`config.mk`:
```
export PLATFORM = sky130hd
export DESIGN_NAME = gpio_w1m
export DESIGN_NICKNAME = d
export VERILOG_FILES = /design/src/rtl/gpio_w1m.sv
export SDC_FILE = /design/constraint.sdc
export NUM_CORES = 1
export LEC_CHECK = 0
export BUFFER_PORTS_ARGS = -buffer_cell sky130_fd_sc_hd__buf_2
export CORE_ASPECT_RATIO = 0.7
export CORE_MARGIN = 2
export CORE_UTILIZATION = 40
export CTS_CLUSTER_SIZE = 16
export DETAILED_ROUTE_END_ITERATION = 10
export GPL_TIMING_DRIVEN = 1
export SLEW_MARGIN = 20
export SYNTH_ARGS = -nofsm -noshare
export SYNTH_HDL_FRONTEND = slang
export SYNTH_SLANG_ARGS = --single-unit
```
`constraint.sdc`:
```
create_clock -name clk -period 1.55 [get_ports clk]
set_input_delay 0.0775 -clock clk [delete_from_list [all_inputs] [get_ports clk]]
set_output_delay 0.0775 -clock clk [all_outputs]
set_load 0.05 [all_outputs]
```
`src/rtl/gpio_w1m.sv`:
```
module gpio_w1m #(
  parameter int NPIN = 16,
  parameter int AW   = 4
) (
  input  logic            clk,
  input  logic            rst_n,
  input  logic            wr_en,
  input  logic [AW-1:0]   addr,
  input  logic [NPIN-1:0] wdata,
  output logic [NPIN-1:0] rdata,
  input  logic [NPIN-1:0] pin_in,
  output logic [NPIN-1:0] pin_out,
  output logic [NPIN-1:0] pin_oe,
  output logic            irq
);
  localparam logic [AW-1:0] A_DATA = AW'(0);
  localparam logic [AW-1:0] A_SET  = AW'(1);
  localparam logic [AW-1:0] A_CLR  = AW'(2);
  localparam logic [AW-1:0] A_TGL  = AW'(3);
  localparam logic [AW-1:0] A_DIR  = AW'(4);
  localparam logic [AW-1:0] A_MSET = AW'(5);
  localparam logic [AW-1:0] A_MCLR = AW'(6);
  localparam logic [AW-1:0] A_SENS = AW'(7);
  localparam logic [AW-1:0] A_BOTH = AW'(8);
  localparam logic [AW-1:0] A_PEND = AW'(9);

  logic [NPIN-1:0] out_q, dir_q, mask_q, sens_q, both_q, pend_q;
  logic [NPIN-1:0] sync1, sync2, src_q;
  logic [NPIN-1:0] src, rise, fall, evt, pclr, active;

  assign src    = (dir_q & out_q) | (~dir_q & sync2);
  assign rise   = src & ~src_q;
  assign fall   = ~src & src_q;
  assign evt    = sens_q & (rise | (both_q & fall));
  assign pclr   = (wr_en && addr == A_PEND) ? wdata : '0;
  assign active = mask_q & ((sens_q & pend_q) | (~sens_q & src));
  assign irq    = |active;
  assign pin_out = out_q;
  assign pin_oe  = dir_q;

  always_ff @(posedge clk or negedge rst_n) begin
    if (!rst_n) begin
      sync1 <= '0;
      sync2 <= '0;
      src_q <= '0;
      pend_q <= '0;
    end else begin
      sync1 <= pin_in;
      sync2 <= sync1;
      src_q <= src;
      pend_q <= (pend_q & ~pclr) | evt;
    end
  end

  always_ff @(posedge clk or negedge rst_n) begin
    if (!rst_n) begin
      out_q  <= '0;
      dir_q  <= '0;
      mask_q <= '0;
      sens_q <= '0;
      both_q <= '0;
    end else if (wr_en) begin
      case (addr)
        A_DATA: out_q  <= wdata;
        A_SET:  out_q  <= out_q | wdata;
        A_CLR:  out_q  <= out_q & ~wdata;
        A_TGL:  out_q  <= out_q ^ wdata;
        A_DIR:  dir_q  <= wdata;
        A_MSET: mask_q <= mask_q | wdata;
        A_MCLR: mask_q <= mask_q & ~wdata;
        A_SENS: sens_q <= wdata;
        A_BOTH: both_q <= wdata;
        default: ;
      endcase
    end
  end

  always_comb begin
    case (addr)
      A_DATA:  rdata = src;
      A_SET:   rdata = out_q;
      A_DIR:   rdata = dir_q;
      A_MSET:  rdata = mask_q;
      A_SENS:  rdata = sens_q;
      A_BOTH:  rdata = both_q;
      A_PEND:  rdata = pend_q;
      default: rdata = '0;
    endcase
  end

  a_r3_set_bits: assert property (@(posedge clk) disable iff (!rst_n)
    (wr_en && addr == A_SET) |=> ((pin_out & $past(wdata)) == $past(wdata)));
  a_r3_keep_bits: assert property (@(posedge clk) disable iff (!rst_n)
    (wr_en && addr == A_SET) |=> ((pin_out & ~$past(wdata)) == ($past(pin_out) & ~$past(wdata))));
  a_r4_clear_bits: assert property (@(posedge clk) disable iff (!rst_n)
    (wr_en && addr == A_CLR) |=> ((pin_out & $past(wdata)) == '0));
  a_r5_toggle: assert property (@(posedge clk) disable iff (!rst_n)
    (wr_en && addr == A_TGL) |=> (pin_out == ($past(pin_out) ^ $past(wdata))));
  a_r2_dir_load: assert property (@(posedge clk) disable iff (!rst_n)
    (wr_en && addr == A_DIR) |=> (pin_oe == $past(wdata)));
  a_r14_masked_quiet: assert property (@(posedge clk) disable iff (!rst_n)
    (mask_q == '0) |-> !irq);
  a_r12_no_wr_pend_hold: assert property (@(posedge clk) disable iff (!rst_n)
    (!wr_en && evt == '0) |=> $stable(pend_q));
endmodule

```
==> flow_summary_export.csv, run 1 <==
group,metric,value,unit
cells_and_area,antenna_cells,0,
route,drt-pass1-iter-count,6,
cells_and_area,final_cells,1146,
critical_path,reg2reg_depth,6,
yosys,synth_fp_nets,721,
hold_path,hp-class,"input port to async pin",
power,p_per_area,1370,nW/um^2
cells_and_area,finish.instance_area,10400,um^2
global_routing,grt_usage,0.239,
place,dp.final_hpwl,14.6,mm
yosys,synth_cell_types,41,
die,die_y,115,um
critical_path,end_kind,"primary output",
critical_path,crit_type,"register to primary output",
cells_and_area,seqCellArea,3640,um^2
die,core,17200,um^2
yosys,yosys_warnings,0,
clocking,cts_buffers,17,
clocking,cts_root_buf,"clkbuf_16",
yosys,synthCells,650,
cells_and_area,syn2layout_area_growth,48.4,%
critical_path,r2r_start,"pin_out[5]",
yosys,synth_area,7040,um^2
sta,slew_headroom,0.698,
global_routing,met2_usage,0.380,
route,ant_nets,0,
critical_path,start_kind,"register",
place,portBuffers,87,
clocking,clk_pin_slew,60,ps
global_routing,antenna_found_initial,0,
place,dp.cells,1057,
cells_and_area,nFillCells,1423,
critical_path,worstReg2RegEnd,"pin_out[5]",
yosys,yosys_register_bits,144,
global_routing,top_usage_layer,"met2",
power,irDropWorstVdd,0.661,mV
clocking,cts_tree,"yes",
route,via_per_inst,5.42,
job,drv_cap,0,
die,die_area,18700,um^2
global_routing,grt_pass1_vias,6209,
sta,fin_skew,8.84,ps
route,wl_per_cell,19.0,um
sta,rsz0062_at_grt,"true",
die,ioPinCount,88,
die,start_util,0.410,
critical_path,startpoint,"pin_oe[7]",
power,p_leak,4.83,nW
global_routing,met3_usage,0.0393,
die,fp-row-count,40,
global_routing,grt_max_degree,55,
route,drc_errors,0,
route,drt_iter0_drc,467,
critical_path,crit_end,"irq",
cells_and_area,fin_nets,973,
global_routing,grt_pass1_wl,34.1,mm
cells_and_area,drive_gt1_frac,0.451,
sta,period_share,1.55,
critical_path,crit_required,1470,ps
critical_path,rrSetupSlack,30,ps
clocking,clk_latency,420,ps
sta,hold_violations,0,
run_status,status,"finished with violations",
yosys,yosysSeqAreaShare,0.512,
sta,worstMarginPinSlew,452,ps
place,place_area,8820,um^2
sta,slew_violations,0,
global_routing,grt_util_met1,0.337,
cells_and_area,multi_input_area,3430,um^2
place,finalWeightedCongestion,0.844,
clocking,cts.sinks,144,
clocking,htreeDepth,4,
clocking,clockBufferDepth,2,
sta,whs,44.1,ps
yosys,synth.avg_cell_area,10.8,um^2
global_routing,overflow,0,
sta,setup_slack,-847,ps
route,vias,6211,
sta,finalCriticalPeriod,2400,ps
run_status,violations,"negative setup slack",
critical_path,crit_fanout,2,
route,wl,21.8,mm
sta,fmax,417,MHz
cells_and_area,finalCoreUtilization,0.608,
sta,setup_violations,17,
critical_path,arrival,2320,ps
die,dieWidth,163,um
## logic make-up after synthesis
family	Yosys count	synth area share
multiplexers	48	0.0994
AND/OR/NAND/NOR	158	0.106
buffers and inverters	85	0.0553
adder cells (fa/ha/maj)	32	0.0569
AO/OA/AOI/OAI	183	0.171
flip-flops	144	0.512
## synthesized netlist by cell type, drive strengths merged
library cell	n	area (um^2)
nand2	108	405
a221oi	4	35.0
mux2	15	169
a22o	17	149
a32o	1	10.0
clkbuf	19	81.3
and2	2	12.5
a211oi	1	7.51
a21oi	19	95.1
nor2	6	32.5
mux4	16	360
dlymetal6s2s	1	12.5
o211ai	11	82.6
o21a	1	15.0
and2b	1	7.51
nand4	3	18.8
nor4	1	12.5
a222oi	15	150
nor2b	1	6.26
dfrtp	144	3600
inv	53	199
ha	32	400
a22oi	26	195
nand3	19	95.1
mux2i	17	170
a31oi	16	100
nor3	4	36.3
nor3b	1	18.8
buf	12	96.3
nand2b	12	97.6
o21ai	72	360
## through the flow
step / TNS (ps) / total power [mW] / setup slack (ps)
finish: -6080 / 14.3 / -847
global route: -7110 / 14.9 / -865
CTS: -6160 / 13.9 / -808
detailed placement: -608 / 9.12 / -380
global placement: -488 / 8.97 / -345
floorplan: -960 / 7.48 / -394
## power by group
group	leakage, nW	total (mW)	switching (mW)	internal [mW]
logic	2.86	4.70	2.55	2.15
clock network	0.305	4.48	1.71	2.77
registers	1.67	5.09	0.566	4.53
## routing by layer
layer / part of all wire / routed length [um] / vias to the layer above
met3: 0.061 / 1340 / 34
met4: 0.019 / 413 / 0
met5: 0 / 0 / -
met1: 0.46 / 9950 / 3087
li1: - / - / 2855
met2: 0.46 / 10100 / 235
## cells in the final DEF (no fill, tap or decap), types with 4 or more instances in the layout
| cell type | n |
|---|---|
| clkinvlp_4 | 5 |
| buf_8 | 4 |
| ha_1 | 20 |
| a221oi_2 | 4 |
| nand3_1 | 7 |
| mux2i_1 | 14 |
| inv_6 | 6 |
| mux4_2 | 16 |
| bufinv_16 | 4 |
| nand2_1 | 103 |
| inv_4 | 11 |
| nand2b_1 | 9 |
| buf_2 | 67 |
| a22o_1 | 17 |
| a22oi_1 | 20 |
| buf_12 | 9 |
| inv_2 | 11 |
| o211ai_1 | 11 |
| a22oi_2 | 6 |
| dfrtp_1 | 112 |
| buf_6 | 40 |
| buf_4 | 110 |
| a222oi_1 | 15 |
| nand2_2 | 5 |
| a21oi_1 | 16 |
| dfrtp_2 | 32 |
| ha_4 | 11 |
| a31oi_1 | 16 |
| dlygate4sd3_1 | 33 |
| o21ai_0 | 55 |
| o21ai_1 | 15 |
| nor2_1 | 4 |
| nand3_2 | 12 |
| inv_1 | 28 |
| mux2_4 | 13 |
| clkbuf_16 | 17 |
## layout make-up
class                   instances  area share
flip-flops and latches        144       0.349
multi-input cells             421       0.329
repair buffers                265       0.210
clock buffers                  18      0.0421
well taps                     231      0.0277
inverters                      53      0.0229
clock inverters                14      0.0195
## critical path, cell delays in order (launching register included)
cell and delay (ps):
dfrtp_2 410, mux2_4 320, o211ai_1 200, buf_4 160, nand4_1 110, a221oi_2 290, nand4_1 200, buf_6 210
## how the worst min path moves through the flow
stage | to | from | slack (ps) | cells past startpoint
floorplan | async pin | rst_n | -220 | 0
global placement | sync1[15] | rst_n | -90 | 1
detailed placement | sync1[15] | rst_n | -80 | 1
CTS | sync1[15] | rst_n | 50 | 2
global route | sync1[15] | rst_n | 60 | 2
finish | sync1[15] | rst_n | 40 | 2
## what timing repair did
item,CTS,global route
resized for setup,64,66
hold buffers,33,0
endpoints found under the hold margin,183,0
pin swaps,22,24
setup endpoints to repair,20,32
buffers inserted,9,25
Power figures use the tool's default switching activity.
==> inputs of run 2 (changes only) <==
- CELL_PAD_IN_SITES_DETAIL_PLACEMENT: unset -> 0
- CELL_PAD_IN_SITES_GLOBAL_PLACEMENT: unset -> 1
- CTS_BUF_LIST: unset -> sky130_fd_sc_hd__clkbuf_8
- PLACE_DENSITY_LB_ADDON: unset -> 0.1
- RECOVER_POWER: unset -> 100
==> run 2 against run 1 <==
The run still ends with negative setup slack left. Final cell count decreased by 1.0%. Sequential cell count unchanged. Hold slack improved by 31 ps. Clock-buffer cell count increased by 1. Sequential share of layout area increased by 1.5 points. First-iteration DRC count increased by 15%. Die area unchanged. Maximum frequency increased by 1.5%. Highest routed layer unchanged.
==> flow_summary_export.csv, run 2 (same netlist as run 1, synthesis figures left out) <==
group,metric,value,unit
power,p_leak,4.64,nW
sta,fin_skew,9.02,ps
run_status,violations,"negative setup slack",
clocking,cts_tree,"yes",
critical_path,crit_fanout,2,
run_status,status,"finished with violations",
critical_path,rrSetupSlack,10,ps
cells_and_area,drive_gt1_frac,0.414,
route,vias,6047,
die,die_area,18700,um^2
sta,setup_slack,-811,ps
cells_and_area,antenna_cells,0,
cells_and_area,layout_commonest_cell,"dfrtp_1",
sta,finalCriticalPeriod,2360,ps
hold_path,hold_path_depth,2,
hold_path,hp-class,"input port to register",
route,drt-pass1-iter-count,6,
clocking,clk_pin_slew,80,ps
cells_and_area,syn2layout_area_growth,42.2,%
cells_and_area,final_cell_mix,"dfrtp_1 (112), nand2_1 (103), buf_4 (93)",
critical_path,start_kind,"register",
critical_path,crit_type,"register to primary output",
critical_path,crit_required,1470,ps
route,via_per_inst,5.33,
cells_and_area,fin_nets,961,
clocking,clockBufferDepth,2,
sta,setup_violations,17,
route,wl_per_cell,18.9,um
route,ant_nets,0,
cells_and_area,finish.instance_area,10000,um^2
critical_path,r2r_start,"pin_out[6]",
hold_path,hp-start,"wr_en",
clocking,cts_buffers,17,
job,drv_cap,0,
die,fp-row-count,40,
place,finalWeightedCongestion,0.887,
global_routing,grt_pass1_wl,33.8,mm
place,portBuffers,87,
sta,rsz0062_at_grt,"true",
critical_path,startpoint,"pin_oe[12]",
place,place_area,8780,um^2
sta,hold_violations,0,
critical_path,reg2reg_depth,5,
die,die_y,115,um
sta,slew_headroom,0.331,
critical_path,arrival,2280,ps
clocking,clk_latency,460,ps
die,start_util,0.410,
critical_path,end_kind,"primary output",
route,drt_iter0_drc,535,
sta,period_share,1.52,
place,dp.final_hpwl,15.1,mm
global_routing,grt_usage,0.242,
power,p_total,13.0,mW
power,irDropWorstVdd,0.607,mV
global_routing,antenna_found_initial,0,
sta,slew_violations,0,
route,wl,21.5,mm
sta,fmax,424,MHz
power,p_per_area,1300,nW/um^2
sta,worstMarginPinSlew,1000,ps
global_routing,grt_max_degree,41,
global_routing,grt_pass1_vias,5989,
clocking,cts_root_buf,"clkbuf_8",
die,core,17200,um^2
clocking,cts.sinks,144,
route,drc_errors,0,
clocking,htreeDepth,4,
die,dieWidth,163,um
critical_path,worstReg2RegEnd,"pend_q[6]",
die,ioPinCount,88,
global_routing,overflow,0,
## run 2: changes by cell type in the layout (fill, tap and decap cells not counted), sizes merged
cell,before,now
clkinv,2,4
clkinvlp,5,3
inv,56,54
buf,230,209
clkbuf,20,30
bufinv,4,5
## run 2: per-layer routing
layer / track usage / wire length (um)
met5: 0 / 0
met4: 0.0820 / 284
met3: 0.0390 / 1070
met2: 0.374 / 9940
met1: 0.351 / 10200
## run 2: per-stage QoR
| stage | worst slack, ps | hold slack (ps) | util | instances | TNS (ps) |
|---|---|---|---|---|---|
| finish | -811 | 75.0 | 0.583 | 1134 | -7430 |
| global route | -913 | 65.3 | 0.583 | 1134 | -11220 |
| CTS | -829 | 54.7 | 0.576 | 1127 | -7240 |
| detailed placement | -448 | 21.7 | 0.512 | 1054 | -2340 |
| global placement | -374 | 17.7 | 0.512 | 1054 | -1270 |
| floorplan | -394 | -218 | - | 650 | -960 |
## run 2: worst max-delay path by stage
stage,endpoint,slack (ps),cells past startpoint
after floorplan,irq,-390,4
after global placement,irq,-370,6
after detailed placement,irq,-450,6
after CTS,irq,-830,7
after global routing,irq,-910,7
final,irq,-810,7
## run 2: where the power goes
| group | switching [mW] | internal (mW) |
|---|---|---|
| clock | 1.50 | 2.00 |
| combinational | 2.47 | 1.99 |
| sequential | 0.562 | 4.52 |
| total | 4.54 | 8.51 |
## run 2: area by class of cell
type                            count  area (um^2)
Clock buffer                       19          262
Clock inverter                     13          209
Fill cell                        1437         7160
Inverter                           53          221
Multi-Input combinational cell    421         3320
Sequential cell                   144         3640
Tap cell                          231          289
Timing Repair Buffer              253         2060
## run 2: worst max-delay path: stages (launching register included)
cell and delay (ps):
dfrtp_2 420, mux2_4 320, o211ai_1 170, buf_4 150, nand4_1 90, a211oi_2 310, nand4_1 180, buf_6 190
## run 2: timing repair
action	4_1_cts	5_1_grt
endpoints found under the hold margin	192	0
setup buffers	8	13
cloned	0	0
endpoints found under the setup margin	18	32
pin swaps	22	23
resized for setup	70	46
hold buffers	33	0
==> inputs of run 3 (changes only) <==
--- a/config.mk
+++ b/config.mk
@@ -11,3 +11,3 @@
 export CORE_ASPECT_RATIO = 0.7
-export CORE_MARGIN = 2
+export CORE_MARGIN = 5
 export CORE_UTILIZATION = 40
==> constraint.sdc (replaced) <==
create_clock -name clk -period 1.55 [get_ports clk]
set_input_delay 0.31 -clock clk [delete_from_list [all_inputs] [get_ports clk]]
set_output_delay 0.31 -clock clk [all_outputs]
set_load 0.05 [all_outputs]
==> run 3 against run 2 <==
Core utilization is 2.1 points higher. The flow still finishes with violations (negative setup slack). Largest cell class unchanged. Clock skew rose by 1.1 ps. Register-to-register slack improved by 20 ps.
==> flow_summary_export.csv, run 3 (same netlist as run 1, synthesis figures left out) <==
group,metric,value,unit
critical_path,arrival,2280,ps
global_routing,grt_pass1_vias,6297,
cells_and_area,finalCoreUtilization,0.604,
critical_path,r2r_start,"pin_out[14]",
die,ioPinCount,88,
cells_and_area,syn2layout_area_growth,47.8,%
hold_path,hp-start,"wdata[8]",
sta,finalCriticalPeriod,2590,ps
route,ant_nets,0,
die,start_util,0.409,
clocking,clockBufferDepth,2,
clocking,clk_pin_slew,80,ps
global_routing,antenna_found_initial,0,
die,core,17200,um^2
power,p_int,8.48,mW
clocking,clk_latency,450,ps
global_routing,grt_max_degree,39,
place,dp_slack,-694,ps
sta,hold_violations,0,
power,pwr-share-comb,0.378,
sta,tns,-10860,ps
power,power.switching,4.64,mW
cells_and_area,antenna_cells,0,
hold_path,hp-class,"input port to register",
place,finalWeightedCongestion,0.878,
sta,setup_violations,18,
cells_and_area,final_cell_mix,"buf_4 (157), dfrtp_1 (112), nand2_1 (101)",
critical_path,worstReg2RegEnd,"pin_out[14]",
run_status,status,"finished with violations",
place,dp.final_hpwl,15.9,mm
critical_path,rrSetupSlack,30,ps
route,vias,6131,
critical_path,end_kind,"primary output",
cells_and_area,final_cells,1160,
clocking,cts.sinks,144,
route,wl,22.1,mm
power,seq_power_share,0.383,
run_status,violations,"negative setup slack",
critical_path,critPathMaxStageDelay,370,ps
cells_and_area,layout_commonest_cell,"buf_4",
cells_and_area,drive_gt1_frac,0.460,
critical_path,start_kind,"register",
sta,slew_violations,0,
critical_path,cpMaxStageDelayCell,"dfrtp_2",
route,via_per_inst,5.29,
critical_path,crit_type,"register to primary output",
clocking,cts_tree,"yes",
critical_path,crit_required,1240,ps
clocking,cts_buffers,17,
critical_path,path_cells,"mux2_2, o211ai_1, nand4_1, a211oi_2, buf_4, nand4_1, buf_6",
sta,fin_skew,10.1,ps
job,drv_cap,0,
die,die_area,20400,um^2
power,p_per_area,1260,nW/um^2
power,p_leak,4.81,nW
power,swShare,0.354,
hold_path,hold_path_depth,3,
sta,rsz0062_at_grt,"true",
sta,fmax,386,MHz
power,irDropWorstVdd,0.725,mV
sta,setup_slack,-1040,ps
route,drt_iter0_drc,543,
sta,worstMarginPinSlew,1010,ps
global_routing,overflow,0,
sta,slew_headroom,0.325,
critical_path,startpoint,"pin_oe[12]",
critical_path,reg2reg_depth,6,
critical_path,cp_common_cell,"nand4_1",
place,dp.cells,1106,
route,wl_per_cell,19.1,um
die,die_y,121,um
global_routing,grt_pass1_wl,35.0,mm
cells_and_area,fin_nets,987,
clocking,cts_root_buf,"clkbuf_8",
route,drt-pass1-iter-count,8,
die,fp-row-count,40,
power,p_clk_frac,0.238,
clocking,htreeDepth,4,
sta,period_share,1.67,
route,drc_errors,0,
place,portBuffers,87,
die,dieWidth,169,um
global_routing,grt_usage,0.223,
critical_path,crit_fanout,2,
power,p_total,13.1,mW
[run 3: power groups by stage]
stage	clock [mW]	combinational, mW	sequential (mW)
finish	3.13	4.96	5.03
global route	3.37	5.36	5.12
CTS	3.21	4.65	5.01
detailed placement	0	4.37	5.06
global placement	0	4.25	5.02
floorplan	0	1.74	5.75
[run 3: final cells by class]
cell class,count,area (um^2)
Fill cell,1436,6820
Sequential cell,144,3640
Multi-Input combinational cell,421,3450
Timing Repair Buffer,279,2380
Tap cell,231,289
Clock buffer,18,248
Inverter,53,226
Clock inverter,14,166
[run 3: critical path, delay by kind of cell (launching register included)]
family          cells  cell delay, ps
mux                 1             340
simple gates        2             310
flops               1             370
buf+inv             2             340
compound gates      2             470
[run 3: what timing repair did]
| item | in CTS | in global routing |
|---|---|---|
| hold buffers | 17 | 0 |
| buffers inserted | 2 | 8 |
| endpoints found under the setup margin | 33 | 62 |
| gates resized for setup | 71 | 109 |
| hold endpoints to repair | 50 | 0 |
| pin swaps | 22 | 16 |
[run 3: worst max-delay path by stage]
stage | end | slack (ps)
final | irq | -1040
after global routing | irq | -1150
after CTS | irq | -1070
after detailed placement | irq | -690
after global placement | irq | -750
after floorplan | rdata[9] | -660
[run 3: through the flow]
| stage | area, um^2 | hold WS [ps] |
|---|---|---|
| detailed placement | 9230 | 249 |
| global placement | 9230 | 243 |
| finish | 10400 | 165 |
| floorplan | 7340 | 14.4 |
| global route | 10400 | 155 |
| CTS | 10100 | 146 |
[run 3: metal layers]
layer,track usage,up-vias,routed length (um)
li1,-,2885,-
met1,0.316,3038,10400
met2,0.353,188,10200
met3,0.0440,20,1260
met4,0.0563,0,269
met5,0,-,0
